### src/rtl/fb_pkg.sv
package fb_pkg;
   localparam int CHAR_W = 8;

   typedef enum logic [1:0] {
      FT_DATA = 2'd0,
      FT_ACK  = 2'd1,
      FT_NAK  = 2'd2,
      FT_ENQ  = 2'd3
   } ftype_e;

   typedef enum logic [1:0] {
      ST_IDLE  = 2'd0,
      ST_HDR   = 2'd1,
      ST_HWAIT = 2'd2,
      ST_EMIT  = 2'd3
   } seq_st_e;

   localparam logic [CHAR_W-1:0] CH_SOH  = 8'h01;
   localparam logic [CHAR_W-1:0] CH_ACK  = 8'h86;
   localparam logic [CHAR_W-1:0] CH_NAK  = 8'h15;
   localparam logic [CHAR_W-1:0] CH_ENQ  = 8'h85;
   localparam logic [CHAR_W-1:0] CH_LONG = 8'h00;

   // number of header bytes read from the page before emission
   localparam int HDR_READS = 4;
endpackage

### src/rtl/fb_hdr_capture.sv
module fb_hdr_capture
   import fb_pkg::*;
#(
   parameter int SEL_W = 2
) (
   input  logic              clk,
   input  logic              rst_n,
   input  logic              issue,
   input  logic [SEL_W-1:0]  sel,
   input  logic [CHAR_W-1:0] rd_data,
   output logic              last_arrive,
   output logic [CHAR_W-1:0] sid,
   output logic [CHAR_W-1:0] did,
   output logic [CHAR_W-1:0] cnt,
   output logic [CHAR_W-1:0] cnt2
);
   localparam logic [SEL_W-1:0] SEL_LAST = SEL_W'(HDR_READS - 1);

   if (SEL_W < $clog2(HDR_READS)) begin : g_bad_sel
      $error("fb_hdr_capture: SEL_W too narrow for header reads");
   end

   logic             arr_v;
   logic [SEL_W-1:0] arr_sel;

   always_ff @(posedge clk) begin
      if (!rst_n) begin
         arr_v   <= 1'b0;
         arr_sel <= '0;
      end else begin
         arr_v   <= issue;
         arr_sel <= sel;
      end
   end

   always_ff @(posedge clk) begin
      if (!rst_n) begin
         sid  <= '0;
         did  <= '0;
         cnt  <= '0;
         cnt2 <= '0;
      end else if (arr_v) begin
         case (arr_sel)
            SEL_W'(0): sid  <= rd_data;
            SEL_W'(1): did  <= rd_data;
            SEL_W'(2): cnt  <= rd_data;
            default:   cnt2 <= rd_data;
         endcase
      end
   end

   assign last_arrive = arr_v && (arr_sel == SEL_LAST);

   // the final header byte arrives only right after another header byte
   p_hdr_seq_r2: assert property (@(posedge clk) disable iff (!rst_n)
      last_arrive |-> $past(arr_v));
endmodule

### src/rtl/fb_prefetch_q.sv
module fb_prefetch_q
   import fb_pkg::*;
#(
   parameter int DEPTH = 4
) (
   input  logic              clk,
   input  logic              rst_n,
   input  logic              clr,
   input  logic              issue,
   input  logic [CHAR_W-1:0] rd_data,
   input  logic              pop,
   output logic [CHAR_W-1:0] head,
   output logic              not_empty,
   output logic              can_issue
);
   localparam int PTR_W = (DEPTH > 1) ? $clog2(DEPTH) : 1;
   localparam int CNT_W = PTR_W + 1;
   localparam int SUM_W = CNT_W + 1;

   if (DEPTH < 2) begin : g_bad_depth
      $error("fb_prefetch_q: DEPTH must be at least 2");
   end
   if ((1 << PTR_W) != DEPTH) begin : g_bad_pow2
      $error("fb_prefetch_q: DEPTH must be a power of two");
   end

   logic                     inflight;
   logic [PTR_W-1:0]         wptr, rptr;
   logic [CNT_W-1:0]         count;
   logic [DEPTH*CHAR_W-1:0]  flat;
   logic                     wr;

   assign wr = inflight;

   always_ff @(posedge clk) begin
      if (!rst_n || clr) inflight <= 1'b0;
      else               inflight <= issue;
   end

   for (genvar i = 0; i < DEPTH; i++) begin : g_ent
      logic [CHAR_W-1:0] ent_q;
      always_ff @(posedge clk) begin
         if (!rst_n)                           ent_q <= '0;
         else if (wr && wptr == PTR_W'(i))     ent_q <= rd_data;
      end
      assign flat[i*CHAR_W +: CHAR_W] = ent_q;
   end

   always_ff @(posedge clk) begin
      if (!rst_n || clr) begin
         wptr  <= '0;
         rptr  <= '0;
         count <= '0;
      end else begin
         if (wr)  wptr <= wptr + 1'b1;
         if (pop) rptr <= rptr + 1'b1;
         case ({wr, pop})
            2'b10:   count <= count + 1'b1;
            2'b01:   count <= count - 1'b1;
            default: count <= count;
         endcase
      end
   end

   assign head      = flat[rptr*CHAR_W +: CHAR_W];
   assign not_empty = (count != '0);
   assign can_issue = (SUM_W'(count) + SUM_W'(inflight)) < SUM_W'(DEPTH);

   // credit accounting keeps the queue within bounds
   p_no_overflow_r10: assert property (@(posedge clk) disable iff (!rst_n)
      (wr && !pop) |-> (count != CNT_W'(DEPTH)));
   p_no_underflow_r10: assert property (@(posedge clk) disable iff (!rst_n)
      pop |-> (count != '0));
endmodule

### src/rtl/fb_seq.sv
module fb_seq
   import fb_pkg::*;
#(
   parameter int PAGE_BYTES = 256,
   parameter int N_PAGES    = 8
) (
   input  logic                                   clk,
   input  logic                                   rst_n,
   input  logic                                   start,
   input  logic [1:0]                             ftype_in,
   input  logic [$clog2(N_PAGES)-1:0]             page_in,
   input  logic [CHAR_W-1:0]                      dest_in,
   output logic                                   hdr_issue,
   output logic [1:0]                             hdr_sel,
   input  logic                                   hdr_last,
   input  logic [CHAR_W-1:0]                      sid,
   input  logic [CHAR_W-1:0]                      did,
   input  logic [CHAR_W-1:0]                      cnt,
   input  logic [CHAR_W-1:0]                      cnt2,
   output logic                                   pf_issue,
   input  logic                                   pf_can_issue,
   input  logic [CHAR_W-1:0]                      pf_head,
   input  logic                                   pf_not_empty,
   output logic                                   pf_pop,
   output logic                                   q_clr,
   output logic [$clog2(N_PAGES*PAGE_BYTES)-1:0]  rd_addr,
   output logic [CHAR_W-1:0]                      out_data,
   output logic                                   out_valid,
   output logic                                   out_sof,
   input  logic                                   out_ready,
   output logic                                   busy
);
   localparam int OFF_W  = $clog2(PAGE_BYTES);
   localparam int PG_W   = $clog2(N_PAGES);
   localparam int ADDR_W = OFF_W + PG_W;
   localparam int IDX_W  = OFF_W + 2;

   if (PAGE_BYTES != (1 << CHAR_W)) begin : g_bad_page
      $error("fb_seq: page size must match the count character range");
   end
   if (N_PAGES < 2 || (1 << PG_W) != N_PAGES) begin : g_bad_pages
      $error("fb_seq: N_PAGES must be a power of two of at least 2");
   end

   seq_st_e             st;
   ftype_e              ft_q;
   logic [PG_W-1:0]     page_q;
   logic [CHAR_W-1:0]   dest_q;
   logic [1:0]          hsel;
   logic [IDX_W-1:0]    idx;
   logic [IDX_W-1:0]    rd_cnt;

   logic                is_data, is_long;
   logic [IDX_W-1:0]    n_hdr, n_data, total;
   logic [IDX_W-1:0]    data_first, data_end, off_sum;
   logic [CHAR_W-1:0]   hbyte;
   logic                in_hdr, fire, is_last;

   // ---------------- frame geometry ----------------
   always_comb begin
      is_data    = (ft_q == FT_DATA);
      is_long    = is_data && (cnt == CH_LONG);
      data_first = is_long ? IDX_W'(cnt2) : IDX_W'(cnt);
      data_end   = is_long ? IDX_W'(2*PAGE_BYTES - 1) : IDX_W'(PAGE_BYTES - 1);
      n_data     = is_data ? (data_end - data_first + IDX_W'(1)) : '0;
      case (ft_q)
         FT_DATA: n_hdr = is_long ? IDX_W'(6) : IDX_W'(5);
         FT_ENQ:  n_hdr = IDX_W'(3);
         default: n_hdr = IDX_W'(1);
      endcase
      total = n_hdr + n_data;
   end

   // ---------------- header character mux ----------------
   always_comb begin
      hbyte = '0;
      case (ft_q)
         FT_DATA: begin
            case (idx[2:0])
               3'd0:    hbyte = CH_SOH;
               3'd1:    hbyte = sid;
               3'd2:    hbyte = did;
               3'd3:    hbyte = did;
               3'd4:    hbyte = is_long ? CH_LONG : cnt;
               default: hbyte = cnt2;
            endcase
         end
         FT_ACK:  hbyte = CH_ACK;
         FT_NAK:  hbyte = CH_NAK;
         default: hbyte = (idx == '0) ? CH_ENQ : dest_q;
      endcase
   end

   // ---------------- output handshake ----------------
   assign in_hdr    = (idx < n_hdr);
   assign out_valid = (st == ST_EMIT) && (in_hdr || pf_not_empty);
   assign out_data  = in_hdr ? hbyte : pf_head;
   assign out_sof   = (st == ST_EMIT) && (idx == '0);
   assign fire      = out_valid && out_ready;
   assign is_last   = (idx == total - IDX_W'(1));
   assign pf_pop    = fire && !in_hdr;
   assign busy      = (st != ST_IDLE);
   assign q_clr     = (st == ST_IDLE);

   // ---------------- RAM requests ----------------
   assign hdr_issue = (st == ST_HDR);
   assign hdr_sel   = hsel;
   assign pf_issue  = (st == ST_EMIT) && is_data && (rd_cnt < n_data) && pf_can_issue;
   assign off_sum   = data_first + rd_cnt;

   always_comb begin
      if (hdr_issue)
         rd_addr = {page_q, OFF_W'(hsel)};
      else
         rd_addr = {page_q, {OFF_W{1'b0}}} + ADDR_W'(off_sum);
   end

   // ---------------- sequencer ----------------
   always_ff @(posedge clk) begin
      if (!rst_n) begin
         st     <= ST_IDLE;
         ft_q   <= FT_DATA;
         page_q <= '0;
         dest_q <= '0;
         hsel   <= '0;
         idx    <= '0;
         rd_cnt <= '0;
      end else begin
         case (st)
            ST_IDLE: begin
               if (start) begin
                  ft_q   <= ftype_e'(ftype_in);
                  page_q <= page_in;
                  dest_q <= dest_in;
                  hsel   <= '0;
                  idx    <= '0;
                  rd_cnt <= '0;
                  st     <= (ftype_e'(ftype_in) == FT_DATA) ? ST_HDR : ST_EMIT;
               end
            end
            ST_HDR: begin
               hsel <= hsel + 2'd1;
               if (hsel == 2'(HDR_READS - 1)) st <= ST_HWAIT;
            end
            ST_HWAIT: begin
               if (hdr_last) st <= ST_EMIT;
            end
            default: begin
               if (pf_issue) rd_cnt <= rd_cnt + IDX_W'(1);
               if (fire) begin
                  idx <= idx + IDX_W'(1);
                  if (is_last) st <= ST_IDLE;
               end
            end
         endcase
      end
   end

   // busy persists until the final handshake
   p_busy_hold_r1: assert property (@(posedge clk) disable iff (!rst_n)
      (busy && !(fire && is_last)) |=> busy);
   // a strobe during a job leaves the captured job untouched
   p_start_ignored_r1: assert property (@(posedge clk) disable iff (!rst_n)
      (busy && start) |=> ($stable(ft_q) && $stable(page_q) && $stable(dest_q)));
   // a stalled character is held
   p_stall_stable_r9: assert property (@(posedge clk) disable iff (!rst_n)
      (out_valid && !out_ready) |=> (out_valid && $stable(out_data) && $stable(out_sof)));
   // the frame-start tag falls after a non-final accepted character
   p_sof_once_r8: assert property (@(posedge clk) disable iff (!rst_n)
      (fire && !is_last) |=> !out_sof);
   // control frames never touch the RAM
   p_ctrl_no_read_r5: assert property (@(posedge clk) disable iff (!rst_n)
      (busy && ft_q != FT_DATA) |-> (!pf_issue && !hdr_issue));
endmodule

### src/rtl/frame_builder.sv
module frame_builder
   import fb_pkg::*;
#(
   parameter int PAGE_BYTES = 256,
   parameter int N_PAGES    = 8,
   parameter int PF_DEPTH   = 4,
   localparam int PG_W      = $clog2(N_PAGES),
   localparam int ADDR_W    = $clog2(N_PAGES*PAGE_BYTES)
) (
   input  logic              clk,
   input  logic              rst_n,
   input  logic              start,
   input  logic [1:0]        ftype,
   input  logic [PG_W-1:0]   page,
   input  logic [7:0]        dest_id,
   output logic              busy,
   output logic              ram_rd_en,
   output logic [ADDR_W-1:0] ram_rd_addr,
   input  logic [7:0]        ram_rd_data,
   output logic [7:0]        out_data,
   output logic              out_valid,
   output logic              out_sof,
   input  logic              out_ready
);
   logic              hdr_issue, hdr_last;
   logic [1:0]        hdr_sel;
   logic [CHAR_W-1:0] sid, did, cnt, cnt2;
   logic              pf_issue, pf_can_issue, pf_not_empty, pf_pop, q_clr;
   logic [CHAR_W-1:0] pf_head;

   fb_seq #(
      .PAGE_BYTES (PAGE_BYTES),
      .N_PAGES    (N_PAGES)
   ) u_seq (
      .clk          (clk),
      .rst_n        (rst_n),
      .start        (start),
      .ftype_in     (ftype),
      .page_in      (page),
      .dest_in      (dest_id),
      .hdr_issue    (hdr_issue),
      .hdr_sel      (hdr_sel),
      .hdr_last     (hdr_last),
      .sid          (sid),
      .did          (did),
      .cnt          (cnt),
      .cnt2         (cnt2),
      .pf_issue     (pf_issue),
      .pf_can_issue (pf_can_issue),
      .pf_head      (pf_head),
      .pf_not_empty (pf_not_empty),
      .pf_pop       (pf_pop),
      .q_clr        (q_clr),
      .rd_addr      (ram_rd_addr),
      .out_data     (out_data),
      .out_valid    (out_valid),
      .out_sof      (out_sof),
      .out_ready    (out_ready),
      .busy         (busy)
   );

   fb_hdr_capture #(.SEL_W(2)) u_hdr (
      .clk         (clk),
      .rst_n       (rst_n),
      .issue       (hdr_issue),
      .sel         (hdr_sel),
      .rd_data     (ram_rd_data),
      .last_arrive (hdr_last),
      .sid         (sid),
      .did         (did),
      .cnt         (cnt),
      .cnt2        (cnt2)
   );

   fb_prefetch_q #(.DEPTH(PF_DEPTH)) u_pfq (
      .clk       (clk),
      .rst_n     (rst_n),
      .clr       (q_clr),
      .issue     (pf_issue),
      .rd_data   (ram_rd_data),
      .pop       (pf_pop),
      .head      (pf_head),
      .not_empty (pf_not_empty),
      .can_issue (pf_can_issue)
   );

   assign ram_rd_en = hdr_issue || pf_issue;

   // no RAM traffic outside a job
   p_rd_only_busy_r11: assert property (@(posedge clk) disable iff (!rst_n)
      !busy |-> !ram_rd_en);
endmodule

### config.mk
export PLATFORM = sky130hd
export DESIGN_NAME = frame_builder
export DESIGN_NICKNAME = d
export VERILOG_FILES = /design/src/rtl/fb_pkg.sv /design/src/rtl/fb_hdr_capture.sv /design/src/rtl/fb_prefetch_q.sv /design/src/rtl/fb_seq.sv /design/src/rtl/frame_builder.sv
export SDC_FILE = /design/constraint.sdc
export NUM_CORES = 1
export LEC_CHECK = 0
export BUFFER_PORTS_ARGS = -buffer_cell sky130_fd_sc_hd__clkbuf_2
export CAP_MARGIN = 30
export CORE_ASPECT_RATIO = 0.8
export CORE_MARGIN = 2
export CORE_UTILIZATION = 60
export DETAILED_ROUTE_END_ITERATION = 10
export PLACE_DENSITY = 0.88
export SETUP_SLACK_MARGIN = 0.02
export SLEW_MARGIN = 5
export SYNTH_ARGS = -nofsm -noshare
export SYNTH_HDL_FRONTEND = slang
export SYNTH_SLANG_ARGS = --single-unit
### constraint.sdc
create_clock -name clk -period 6.75 [get_ports clk]
set_input_delay 2.025 -clock clk [delete_from_list [all_inputs] [get_ports clk]]
set_output_delay 2.025 -clock clk [all_outputs]
set_load 0.03 [all_outputs]
After elaboration in Yosys (flattened, before gate mapping). Index checks and enable logic that the tools add are counted.

Register bits: 112. Output and inout port bits: 23.

Add/sub/neg operators: 14. Magnitude comparators: 3. Eq/ne operators: 23. Shift-type cells: 1. Mux-type cells: 26. Bitwise gates (word level): 2. Reduce and logical (&&, ||, !) cells: 46.

Operator list (number): case mux 10 bit (2 select lines) (3); two-way mux 10 bit (4); two-way mux 8 bit (4); case mux 8 bit (4 select lines) (1); variable part select 32 x 6 -> 8 bit (1); adder 10 x 1 -> 10 bit (second input constant) (3); case mux 8 bit (3 select lines) (1); adder 10 bit (2); == test 2 bit (second input constant) (10); less-than comparator 10 bit (2); two-way mux 2 bit (8); logical AND 1 bit (13); AND reduction 2 bit (6); adder 11 x 10 -> 11 bit (1); two-way mux 11 bit (1); == test 10 bit (1); == test 2 x 1 -> 1 bit (second input constant) (5); zero test 10 bit (1); zero test 2 bit (5); nonzero test 2 bit (5); subtractor 10 x 1 -> 10 bit (second input constant) (1); subtractor 10 bit (1); two-way mux 9 bit (1); zero test 8 bit (1); 23 further kinds (34).

Depth between registers and ports, before layout. Gate-level depths: netlist (run 1).

Word-level depth: 12. Depth in mapped cells: 22. Depth with buffers taken out: 21.

By module. From an unflattened synthesis (run 1), not the netlist that was laid out.

Cell total of the unflattened synthesis: 827. Area total of the unflattened synthesis: 7023.0 um^2.

By module, submodules not included: fb_seq (times used 1, cells an instance 509, area an instance 3910.0 um^2); fb_prefetch_q (times used 1, cells an instance 193, area an instance 1836.8 um^2); fb_hdr_capture (times used 1, cells an instance 124, area an instance 1270.0 um^2); frame_builder (times used 1, cells an instance 1, area an instance 6.3 um^2).

Worst setup path before layout (run 1). No wires, ideal clock.

Kind: register to output. Start point: register u_seq.ft_q[0]. End point: output port ram_rd_addr[10]. Arrival: 3947 ps. Required time: 4725 ps. Path slack: 778 ps. Stages on the path, launching flop included: 20. Buffers on the path: 0. Path through: dfxtp_1 inv_1 ha_1 clkinv_1 nor2_1 a21o_1 ha_1 fa_1 a21o_1 a21oi_1 o21bai_1 a21oi_1 o21bai_1 a21oi_1 xnor2_1 ha_1 inv_1 fa_1 nor2_1 xor2_1.

Longest elaborated chain between the ends: 6.

RTL lines: from (decl) (line fb_seq.sv:46) `ftype_e ft_q;`; from (signal assigned) (line fb_seq.sv:132) `ft_q <= ftype_e'(ftype_in);`; zero test 2 bit (line fb_seq.sv:61) `is_data = (ft_q == FT_DATA);`; logical AND 1 bit (line fb_seq.sv:62) `is_long = is_data && (cnt == CH_LONG);`; two-way mux 8 bit (line fb_seq.sv:63) `data_first = is_long ? IDX_W'(cnt2) : IDX_W'(cnt);`; adder 10 bit (line fb_seq.sv:109) `assign off_sum = data_first + rd_cnt;`; adder 11 x 10 -> 11 bit (line fb_seq.sv:115) `rd_addr = {page_q, {OFF_W{1'b0}}} + ADDR_W'(off_sum);`; two-way mux 11 bit (line fb_seq.sv:112) `if (hdr_issue)`; to (decl) (line frame_builder.sv:18) `output logic [ADDR_W-1:0] ram_rd_addr,`.

No other way between the ends.

Worst setup path after layout (run 1). Same ends and word-level chain as after synthesis.

==> flow_summary.yaml, run 1 <==
status:
  status: "finished clean"
drt:
  drc: 0
  postRouteAntennaNets: 0
  first_pass_iters: 7
  avgViaCountPerCell: 6.25
  wl_per_cell_um: 18.5
  initialDrtViolationCount: 720
  route.vias.total: 6286
  wirelength_um: 18600
synthesis:
  ys_warn_count: 0
  synth_simple_gate_area_frac: 0.211
  synth_area_leaders: "dfxtp_1, ha_1, a21boi_0, nand2_1, mux2i_1"
  synth_adder_area_share: 0.110
  synth_seq_cells: 112
  synth-compound-area-share: 0.181
  synth_top_cell_by_area: "dfxtp_1"
  synth_edf_count: 0
  ys_seq_area_frac: 0.320
  synth_top_family_by_area: "simple AND/OR/NAND/NOR gates"
  synth_xor_area_frac: 0.0569
  ys_async_sr_fraction: 0
  syn_inst: 833
  synth_top_area_frac: 0.320
  synthesis.area_um2: 7010
  synthFlopType: "dfxtp_1"
  synth.distinct_cells: 58
  syn_avg_cell_area_um2: 8.42
  synth_mux_area_frac: 0.0737
  syn_nets: 917
timing:
  setup_viol: 0
  finalHoldViolations: 0
  finalCritPeriodShare: 0.961
  drv_slew: 0
  finalCriticalPeriod_ns: 6.49
  finalSetupTns_ns: 0
  rsz0062_at_grt: "false"
  fmax_mhz: 154
  worst_pin_slew_ns: 0.904
  skew_ns: 0.00565
  relSlewSlack: 0.397
global_route:
  grt_pass1_wl_um: 29900
  grt_remaining_overflow: 0
  grt_util_all_layers: 0.297
  grt_max_degree: 93
  grt_pass1_vias: 5890
  antenna_found_initial: 0
power_and_ir_drop:
  total_power_mw: 1.92
  p_leak_nw: 3.11
  power.density_nw_per_um2: 251
  peakVddDrop_v: 0.000159
finish:
  layout_common_cells: "nand2_1, dfxtp_1, a21boi_0"
  drive_above_1_share: 0.113
  nFillCells: 946
  synthToLayoutAreaGrowth_pct: 8.94
  antenna_cells: 0
  final_nets: 937
  final_common_cell: "nand2_1"
place:
  hpwl_um: 13300
  place_congestion: 1.03
  numPortBuffers: 47
setup_path:
  arrival_ns: 4.46
  cp.required_ns: 4.72
  reg2reg_from: "u_hdr.cnt[0]"
  end_kind: "primary output"
  critPathLaunch: "u_seq.ft_q[0]"
  crit_fanout: 9
  start_kind: "register"
  critPathKind: "reg2out"
job:
  drv_cap: 0
clock_tree:
  clock_path_buffers: 2
  cts_buffers: 9
  clk_pin_slew_worst_paths_ns: 0.07
  h-tree-depth: 3
  cts-root-buf: "clkbuf_16"
  cts_tree: "yes"
  cts_sinks: 112
  clkLatencyLatePin_ns: 0.36
die:
  pin_count: 48
  die_x_um: 125
  start_util: 0.611
  rows: 35
  die_area_um2: 12600
  core_um2: 11500
  die_h_um: 101
worst_hold_path:
  hp-class: "reg2reg"
  hold_path.startpoint: "u_pfq.g_ent[2].ent_q[1]"
## metal layers
layer | wire (um) | part of all wire | GRT usage
met5 | 0 | 0 | 0
met3 | 1940 | 0.10 | 0.0648
met4 | 402 | 0.022 | 0.0769
met2 | 8220 | 0.44 | 0.470
met1 | 8000 | 0.43 | 0.417
## Yosys cell counts (15+ instances only)
| master | number |
|---|---|
| a21boi_0 | 60 |
| a21o_1 | 15 |
| a21oi_1 | 36 |
| clkbuf_1 | 39 |
| dfxtp_1 | 112 |
| ha_1 | 55 |
| inv_1 | 38 |
| mux2i_1 | 28 |
| nand2_1 | 119 |
| nand3_1 | 43 |
| nor2_1 | 49 |
| nor2b_1 | 29 |
| o21ai_0 | 27 |
| xnor2_1 | 32 |
## per-stage QoR
stage	hold slack [ns]	utilization	setup slack [ns]	instance area [um^2]	cells
CTS	0.468	0.662	0.0325	7590	1003
floorplan	0.440	-	0.778	7010	833
finish	0.466	0.666	0.265	7640	1005
global placement	0.448	0.635	0.501	7290	986
global route	0.489	0.666	0.0592	7640	1005
detailed placement	0.458	0.637	0.389	7300	988
## critical path, cell delays in order, from the launching register on
cell and delay, ns:
dfxtp_1 0.40, inv_1 0.10, ha_1 0.23, clkinv_1 0.10, nor2_4 0.08, a21o_1 0.22
ha_1 0.22, fa_1 0.41, a21o_1 0.18, a21oi_2 0.16, o21bai_1 0.09, a21oi_2 0.19
o21bai_1 0.11, a21oi_1 0.22, xnor2_1 0.17, ha_1 0.18, inv_1 0.05, fa_1 0.42
nor2_4 0.19, xor2_1 0.17, buf_2 0.22
## report_power, final
group / switching (mW) / total, mW / internal [mW]
sequential: 0.0312 / 0.723 / 0.692
combinational: 0.442 / 0.658 / 0.216
clock: 0.247 / 0.535 / 0.288
## sequential cells by signal, indices dropped and copies added, names as in the netlist, 2 cells and up
register / count
u_hdr.cnt: 8
u_seq.idx: 10
u_pfq.wptr: 2
u_seq.page_q: 3
u_hdr.did: 8
u_hdr.cnt2: 8
u_seq.st: 2
u_pfq.g_ent.ent_q: 32
u_seq.rd_cnt: 10
u_hdr.arr_sel: 2
u_pfq.count: 3
u_seq.ft_q: 2
u_seq.dest_q: 8
u_pfq.rptr: 2
u_seq.hdr_sel: 2
u_hdr.sid: 8
## layout make-up
cell class,instances,area (um^2),share of cell area
Sequential cell,112,2240,0.294
Multi-Input combinational cell,634,4470,0.585
Inverter,39,146,0.0192
Clock inverter,4,55.1,0.00721
Clock buffer,11,233,0.0305
Timing Repair Buffer,57,310,0.0406
Tap cell,148,185,0.0242
## timing repair
| action | in CTS | in global routing |
|---|---|---|
| gates resized for setup | 1 | 7 |
| setup endpoints to repair | 1 | 2 |
| gates cloned | 0 | 0 |
| setup buffers | 0 | 2 |
| pin swaps | 0 | 1 |
| hold buffers | 0 | 0 |
## path summary, 6_finish.rpt
check | slack (ns) | cells after the start | end
hold reg to reg | 0.47 | 2 | u_pfq.g_ent[2].ent_q[1]
setup reg to reg | 2.10 | 17 | u_seq.rd_cnt[8]
hold / removal | 0.47 | 2 | u_pfq.g_ent[2].ent_q[1]
setup / recovery | 0.26 | 20 | ram_rd_addr[10]
## cells by family after synthesis
group           after synthesis
compound gates              182
xor+xnor                     44
fa+ha+maj                    59
buf+inv                      87
flops                       112
mux                          41
simple gates                308
Power figures use the tool's default switching activity.
==> run 2: changes to the inputs <==
GPL_TIMING_DRIVEN = 0   (was unset)
PLACE_DENSITY = 0.84   (was 0.88)
==> run 2 against run 1 <==
Against the previous run: clock power up 13%; via count up 0.33%; routed wire length up 1.2%; highest routed layer unchanged; clock skew up 0.0017 ns.
==> flow_summary.yaml, run 2 (same netlist as run 1, synthesis figures left out) <==
status:
  status: "finished clean"
die:
  core_um2: 11500
  die_area_um2: 12600
  start_util: 0.611
  rows: 35
  die_h_um: 101
  die_x_um: 125
  pin_count: 48
drt:
  first_pass_iters: 8
  wirelength_um: 18800
  wl_per_cell_um: 18.1
  initialDrtViolationCount: 579
  postRouteAntennaNets: 0
  avgViaCountPerCell: 6.07
  drc: 0
  route.vias.total: 6307
setup_path:
  critPathKind: "reg2out"
  crit_fanout: 9
  cp.required_ns: 4.72
  crit_slowest_cell: "dfxtp_1"
  arrival_ns: 4.45
  start_kind: "register"
  cp_cell_sequence: "nor4_4, buf_4, nand2_2, nor2_4, a21o_1, ha_1, fa_1, a21o_1, a21oi_2, o21bai_1, a21oi_2, o21bai_1, a21oi_1, xnor2_1, ha_1, inv_1, fa_1, nor2_4, xor2_1, clkbuf_4"
  end_kind: "primary output"
  cpPeakStageDelay_ns: 0.47
timing:
  finalCritPeriodShare: 0.959
  relSlewSlack: 0.385
  rsz0062_at_grt: "false"
  setup_viol: 0
  worst_pin_slew_ns: 0.915
  fmax_mhz: 155
  skew_ns: 0.00738
  finalHoldViolations: 0
  finalSetupTns_ns: 0
  finalCriticalPeriod_ns: 6.47
  drv_slew: 0
place:
  hpwl_um: 13900
  place_congestion: 0.926
  numPortBuffers: 38
  place_inst: 1019
clock_tree:
  cts-root-buf: "clkbuf_16"
  clk_pin_slew_worst_paths_ns: 0.08
  clkLatencyLatePin_ns: 0.35
  cts_sinks: 112
  clock_path_buffers: 2
  cts_buffers: 9
  cts_tree: "yes"
  h-tree-depth: 3
power_and_ir_drop:
  switchingPower_uw: 745
  sw_frac_of_total: 0.373
  p_seq_frac: 0.363
  intPower_mw: 1.25
  combPwrFrac: 0.335
  p_leak_nw: 3.13
  pwr-share-clk: 0.302
  power.density_nw_per_um2: 256
  peakVddDrop_v: 0.000196
finish:
  final_nets: 970
  drive_above_1_share: 0.102
  nFillCells: 925
  top_register: "u_pfq.g_ent.ent_q"
  largest_reg_flops: 32
  final_common_cell: "nand2_1"
  synthToLayoutAreaGrowth_pct: 11.4
  antenna_cells: 0
  stdcell_count: 1039
  layout_common_cells: "nand2_1, dfxtp_1, a21boi_0"
  top_regs: "u_pfq.g_ent.ent_q: 32 flops, u_seq.idx: 10 flops, u_seq.rd_cnt: 10 flops"
worst_hold_path:
  hp-class: "reg2reg"
job:
  drv_cap: 0
global_route:
  grt_max_degree: 21
  grt_pass1_wl_um: 29800
  grt_remaining_overflow: 0
  grt_util_all_layers: 0.296
  antenna_found_initial: 0
  grt_pass1_vias: 5772
==> run 2: changes by cell type in the layout (fill, tap and decap cells not counted), moves of 3 or more <==
cell      previous run  this run
buf_1                0         8
buf_4               10         4
clkbuf_1             2        39
clkbuf_2            46        37
dfxtp_1            112       109
dfxtp_2              0         3
==> run 2: metal layers <==
layer  share of wire  vias to the layer above  global-route usage  wire length, um
li1                -                     3010                   -                -
met1            0.46                     2952               0.411             8590
met2            0.43                      304               0.466             8040
met3           0.095                       41              0.0690             1780
met4           0.020                        0              0.0863              376
met5               0                        -                   0                0
==> run 2: worst max-delay path, delay by kind of cell (launching register included) <==
| kind | cells | cell delay (ns) |
|---|---|---|
| AO/OA/AOI/OAI | 7 | 1.13 |
| XOR/XNOR | 2 | 0.32 |
| adder cells (fa/ha/maj) | 4 | 1.22 |
| buffers and inverters | 3 | 0.42 |
| flip-flops | 1 | 0.47 |
| AND/OR/NAND/NOR | 4 | 0.53 |
==> run 2: final timing paths <==
path	start	endpoint	slack, ns	cells past startpoint
worst max-delay path	u_hdr.cnt[6]	ram_rd_addr[10]	0.28	20
worst min-delay path	u_pfq.g_ent[2].ent_q[6]	u_pfq.g_ent[2].ent_q[6]	0.47	2
worst max register to register	u_hdr.cnt[3]	u_seq.st[0]	2.02	19
worst min register to register	u_pfq.g_ent[2].ent_q[6]	u_pfq.g_ent[2].ent_q[6]	0.47	2
==> run 2: layout make-up <==
cell class              instances  area, um^2  share of cell area
plain buffers                  48         188              0.0240
clock buffers                   9         225              0.0288
clock inverters                 7         113              0.0144
inverters                      39         151              0.0194
multi-input cells             634        4480               0.574
flip-flops and latches        112        2250               0.288
well taps                     148         185              0.0237
repair buffers                 42         223              0.0285
==> run 2: power by group through the flow <==
stage / Clock, mW / Sequential [mW] / Combinational, mW
floorplan: 0 / 0.727 / 0.482
global placement: 0 / 0.737 / 0.626
detailed placement: 0 / 0.739 / 0.637
CTS: 0.606 / 0.723 / 0.646
global route: 0.628 / 0.728 / 0.723
finish: 0.603 / 0.726 / 0.668
==> run 2: stage by stage <==
stage	area (um^2)	util	hold WS (ns)	total power [mW]	worst slack (ns)
final	7810	0.681	0.467	2.00	0.279
after global routing	7810	0.681	0.480	2.08	0.0343
after CTS	7740	0.675	0.467	1.98	0.0354
after detailed placement	7390	0.644	0.456	1.38	0.111
after global placement	7390	0.644	0.448	1.36	0.0892
after floorplan	7010	-	0.440	1.21	0.778
==> run 2: timing repair <==
| action | in CTS | in global routing |
|---|---|---|
| gates resized for setup | 5 | 12 |
| setup endpoints to repair | 3 | 3 |
| hold buffers | 0 | 0 |
| setup buffers | 0 | 4 |
| pin swaps | 0 | 2 |
==> run 3: changes to the inputs <==
ABC_AREA = 1   (was unset)
==> run 3 against run 2 <==
Against the previous run: first-iteration DRC count up 36%; flip-flop and latch count unchanged; sequential power up 6.5%; critical endpoint unchanged; largest power group is now combinational logic.
==> flow_summary.yaml, run 3 <==
drt:
  avgViaCountPerCell: 5.81
  route.vias.total: 7119
  first_pass_iters: 8
  initialDrtViolationCount: 789
  drc: 0
  wirelength_um: 20100
  wl_per_cell_um: 16.4
  postRouteAntennaNets: 0
synthesis:
  syn_avg_cell_area_um2: 6.90
  ys_warn_count: 0
  synth_common_cells: "nor2_1, nand2_1, o21ai_0"
  synth_top_cell_by_area: "dfxtp_1"
  syn_inst: 1013
  synth.most_common_cell: "nor2_1"
  synth_area_leaders: "dfxtp_1, nor2_1, ha_1, o21ai_0, nand2_1"
  synth_edf_count: 0
  synthFlopType: "dfxtp_1"
  syn_nets: 1097
  synth.distinct_cells: 48
  synth_seq_cells: 112
  ys_async_sr_fraction: 0
  synthesis.area_um2: 6990
  synth_top_area_frac: 0.321
  ys_seq_area_frac: 0.321
clock_tree:
  h-tree-depth: 3
  cts-root-buf: "clkbuf_16"
  clkLatencyLatePin_ns: 0.35
  hold_buffers: 0
  cts-resized-gates: 0
  cts_tree: "yes"
  clock_path_buffers: 2
  cts_buffers: 9
  cts_sinks: 112
  post_cts_buffers: 0
  clk_pin_slew_worst_paths_ns: 0.08
power_and_ir_drop:
  intPower_mw: 1.42
  switchingPower_mw: 1.30
  combPwrFrac: 0.509
  sw_frac_of_total: 0.478
  power.density_nw_per_um2: 352
  pwr-share-clk: 0.207
  peakVddDrop_v: 0.000298
  p_seq_frac: 0.284
  p_leak_nw: 3.46
finish:
  final_util: 0.677
  largest_reg_flops: 32
  final_nets: 1155
  layout_common_cells: "nor2_1, nand2_1, o21ai_0"
  final_common_cell: "nor2_1"
  drive_above_1_share: 0.102
  synthToLayoutAreaGrowth_pct: 10.7
  top_register: "u_pfq.g_ent.ent_q"
  top_regs: "u_pfq.g_ent.ent_q: 32 flops, u_seq.idx: 10 flops, u_seq.rd_cnt: 10 flops"
timing:
  rsz0062_at_grt: "false"
  relSlewSlack: 0.253
  skew_ns: 0.00801
  finalHoldViolations: 0
  worst_pin_slew_ns: 1.11
  finalCritPeriodShare: 0.947
  finalCriticalPeriod_ns: 6.39
  fmax_mhz: 156
  setup_viol: 0
  drv_slew: 0
  finalSetupTns_ns: 0
  worst_slack_ns: 0.359
setup_path:
  reg2reg_from: "u_seq.ft_q[1]"
  rr_endpoint: "u_seq.st[0]"
  critPathKind: "reg2out"
  start_kind: "register"
  end_kind: "primary output"
  cp.required_ns: 4.72
  arrival_ns: 4.37
  ff2ff_path_depth: 23
  crit_fanout: 4
  rrSetupSlack_ns: 2.27
global_route:
  antenna_found_initial: 1
  grt_util_all_layers: 0.319
  grt_remaining_overflow: 0
  grt_pass1_wl_um: 31900
  grt_pass1_vias: 6263
  grt_max_degree: 21
worst_hold_path:
  whs_endpoint: "u_pfq.g_ent[2].ent_q[2]"
  hold_path.startpoint: "u_pfq.g_ent[2].ent_q[2]"
  worstHoldPathCells: 2
  hp-class: "reg2reg"
die:
  start_util: 0.612
  pin_count: 48
  die_x_um: 125
  rows: 35
  die_area_um2: 12500
  core_um2: 11400
  die_h_um: 101
place:
  numPortBuffers: 47
  place_congestion: 0.958
  hpwl_um: 15000
  post-place-ws_ns: 0.747
status:
  status: "finished clean"
job:
  drv_cap: 0
==> run 3: cell count changes after synthesis, moves of 9 or more <==
cell	before	now
o21ai_0	27	117
nor2b_1	29	0
inv_1	38	110
a21oi_1	36	65
nand2_2	1	10
nor2_1	49	216
nand2b_1	10	0
mux2i_1	28	0
a21o_1	15	0
clkbuf_1	39	21
a21boi_0	60	2
xnor2_1	32	3
==> run 3: through the flow <==
stage | instance area [um^2] | total power [mW] | hold WS [ns] | cells
floorplan | 6990 | 1.76 | 0.436 | 1013
global route | 7730 | 2.88 | 0.512 | 1224
CTS | 7730 | 2.69 | 0.485 | 1224
detailed placement | 7410 | 2.13 | 0.459 | 1208
global placement | 7410 | 2.09 | 0.453 | 1208
finish | 7740 | 2.72 | 0.482 | 1225
==> run 3: worst max-delay path by stage <==
stage                      endpoint  depth (start not counted)  slack (ns)          start
CTS                 ram_rd_addr[10]                         22        0.32  u_seq.ft_q[0]
detailed placement  ram_rd_addr[10]                         22        0.75  u_seq.ft_q[0]
global placement     ram_rd_addr[9]                         21        0.76  u_seq.ft_q[0]
global route         ram_rd_addr[9]                         22        0.03  u_seq.ft_q[0]
finish              ram_rd_addr[10]                         22        0.36  u_seq.ft_q[0]
floorplan            ram_rd_addr[9]                         20        0.91  u_seq.ft_q[0]
==> run 3: cell families (layout without fill, tap and decap cells) <==
group | after synthesis | after routing | share of synthesized area
AND/OR/NAND/NOR | 448 | 448 | 0.282
other | 0 | 1 | 0
adder cells (fa/ha/maj) | 59 | 59 | 0.110
buffers and inverters | 147 | 210 | 0.0812
AO/OA/AOI/OAI | 227 | 227 | 0.179
flip-flops | 112 | 112 | 0.321
XOR/XNOR | 20 | 20 | 0.0270
==> run 3: worst max-delay path, cell delays in order, from the launching register on <==
cell and delay (ns):
dfxtp_1 0.38, inv_1 0.13, ha_1 0.28, nand2_4 0.11, clkinv_1 0.17, a21oi_2 0.22, inv_1 0.10, fa_1 0.44
a31oi_1 0.24, nor2_1 0.07, nor2_1 0.09, o21ai_0 0.13, inv_1 0.08, nor2_1 0.05, o21ai_0 0.18, nand2_1 0.10
xor2_1 0.17, ha_1 0.17, inv_1 0.05, fa_1 0.35, nor2_1 0.13, xor2_1 0.16, clkbuf_2 0.22
==> run 3: power groups by stage <==
stage	clock network (mW)	logic (mW)	registers (mW)
2_1_floorplan	0	0.990	0.765
3_3_place_gp	0	1.31	0.783
3_5_place_dp	0	1.34	0.785
4_1_cts	0.567	1.35	0.770
5_1_grt	0.592	1.51	0.780
6_report	0.564	1.39	0.773
==> run 3: area by class of cell <==
cell class                      count  area, um^2
Buffer                             27         118
Sequential cell                   112        2240
Fill cell                         991        3690
Clock inverter                      7        93.8
Inverter                          120         450
Multi-Input combinational cell    754        4190
Tap cell                          148         185
Timing Repair Buffer               47         235
Clock buffer                        9         225
Antenna cell                        1        2.50
==> run 3: metal layers <==
layer,vias up,GRT usage,part of all wire
met5,-,0,0
li1,3462,-,-
met4,0,0.0882,0.024
met2,385,0.475,0.41
met3,50,0.0823,0.12
met1,3222,0.460,0.44
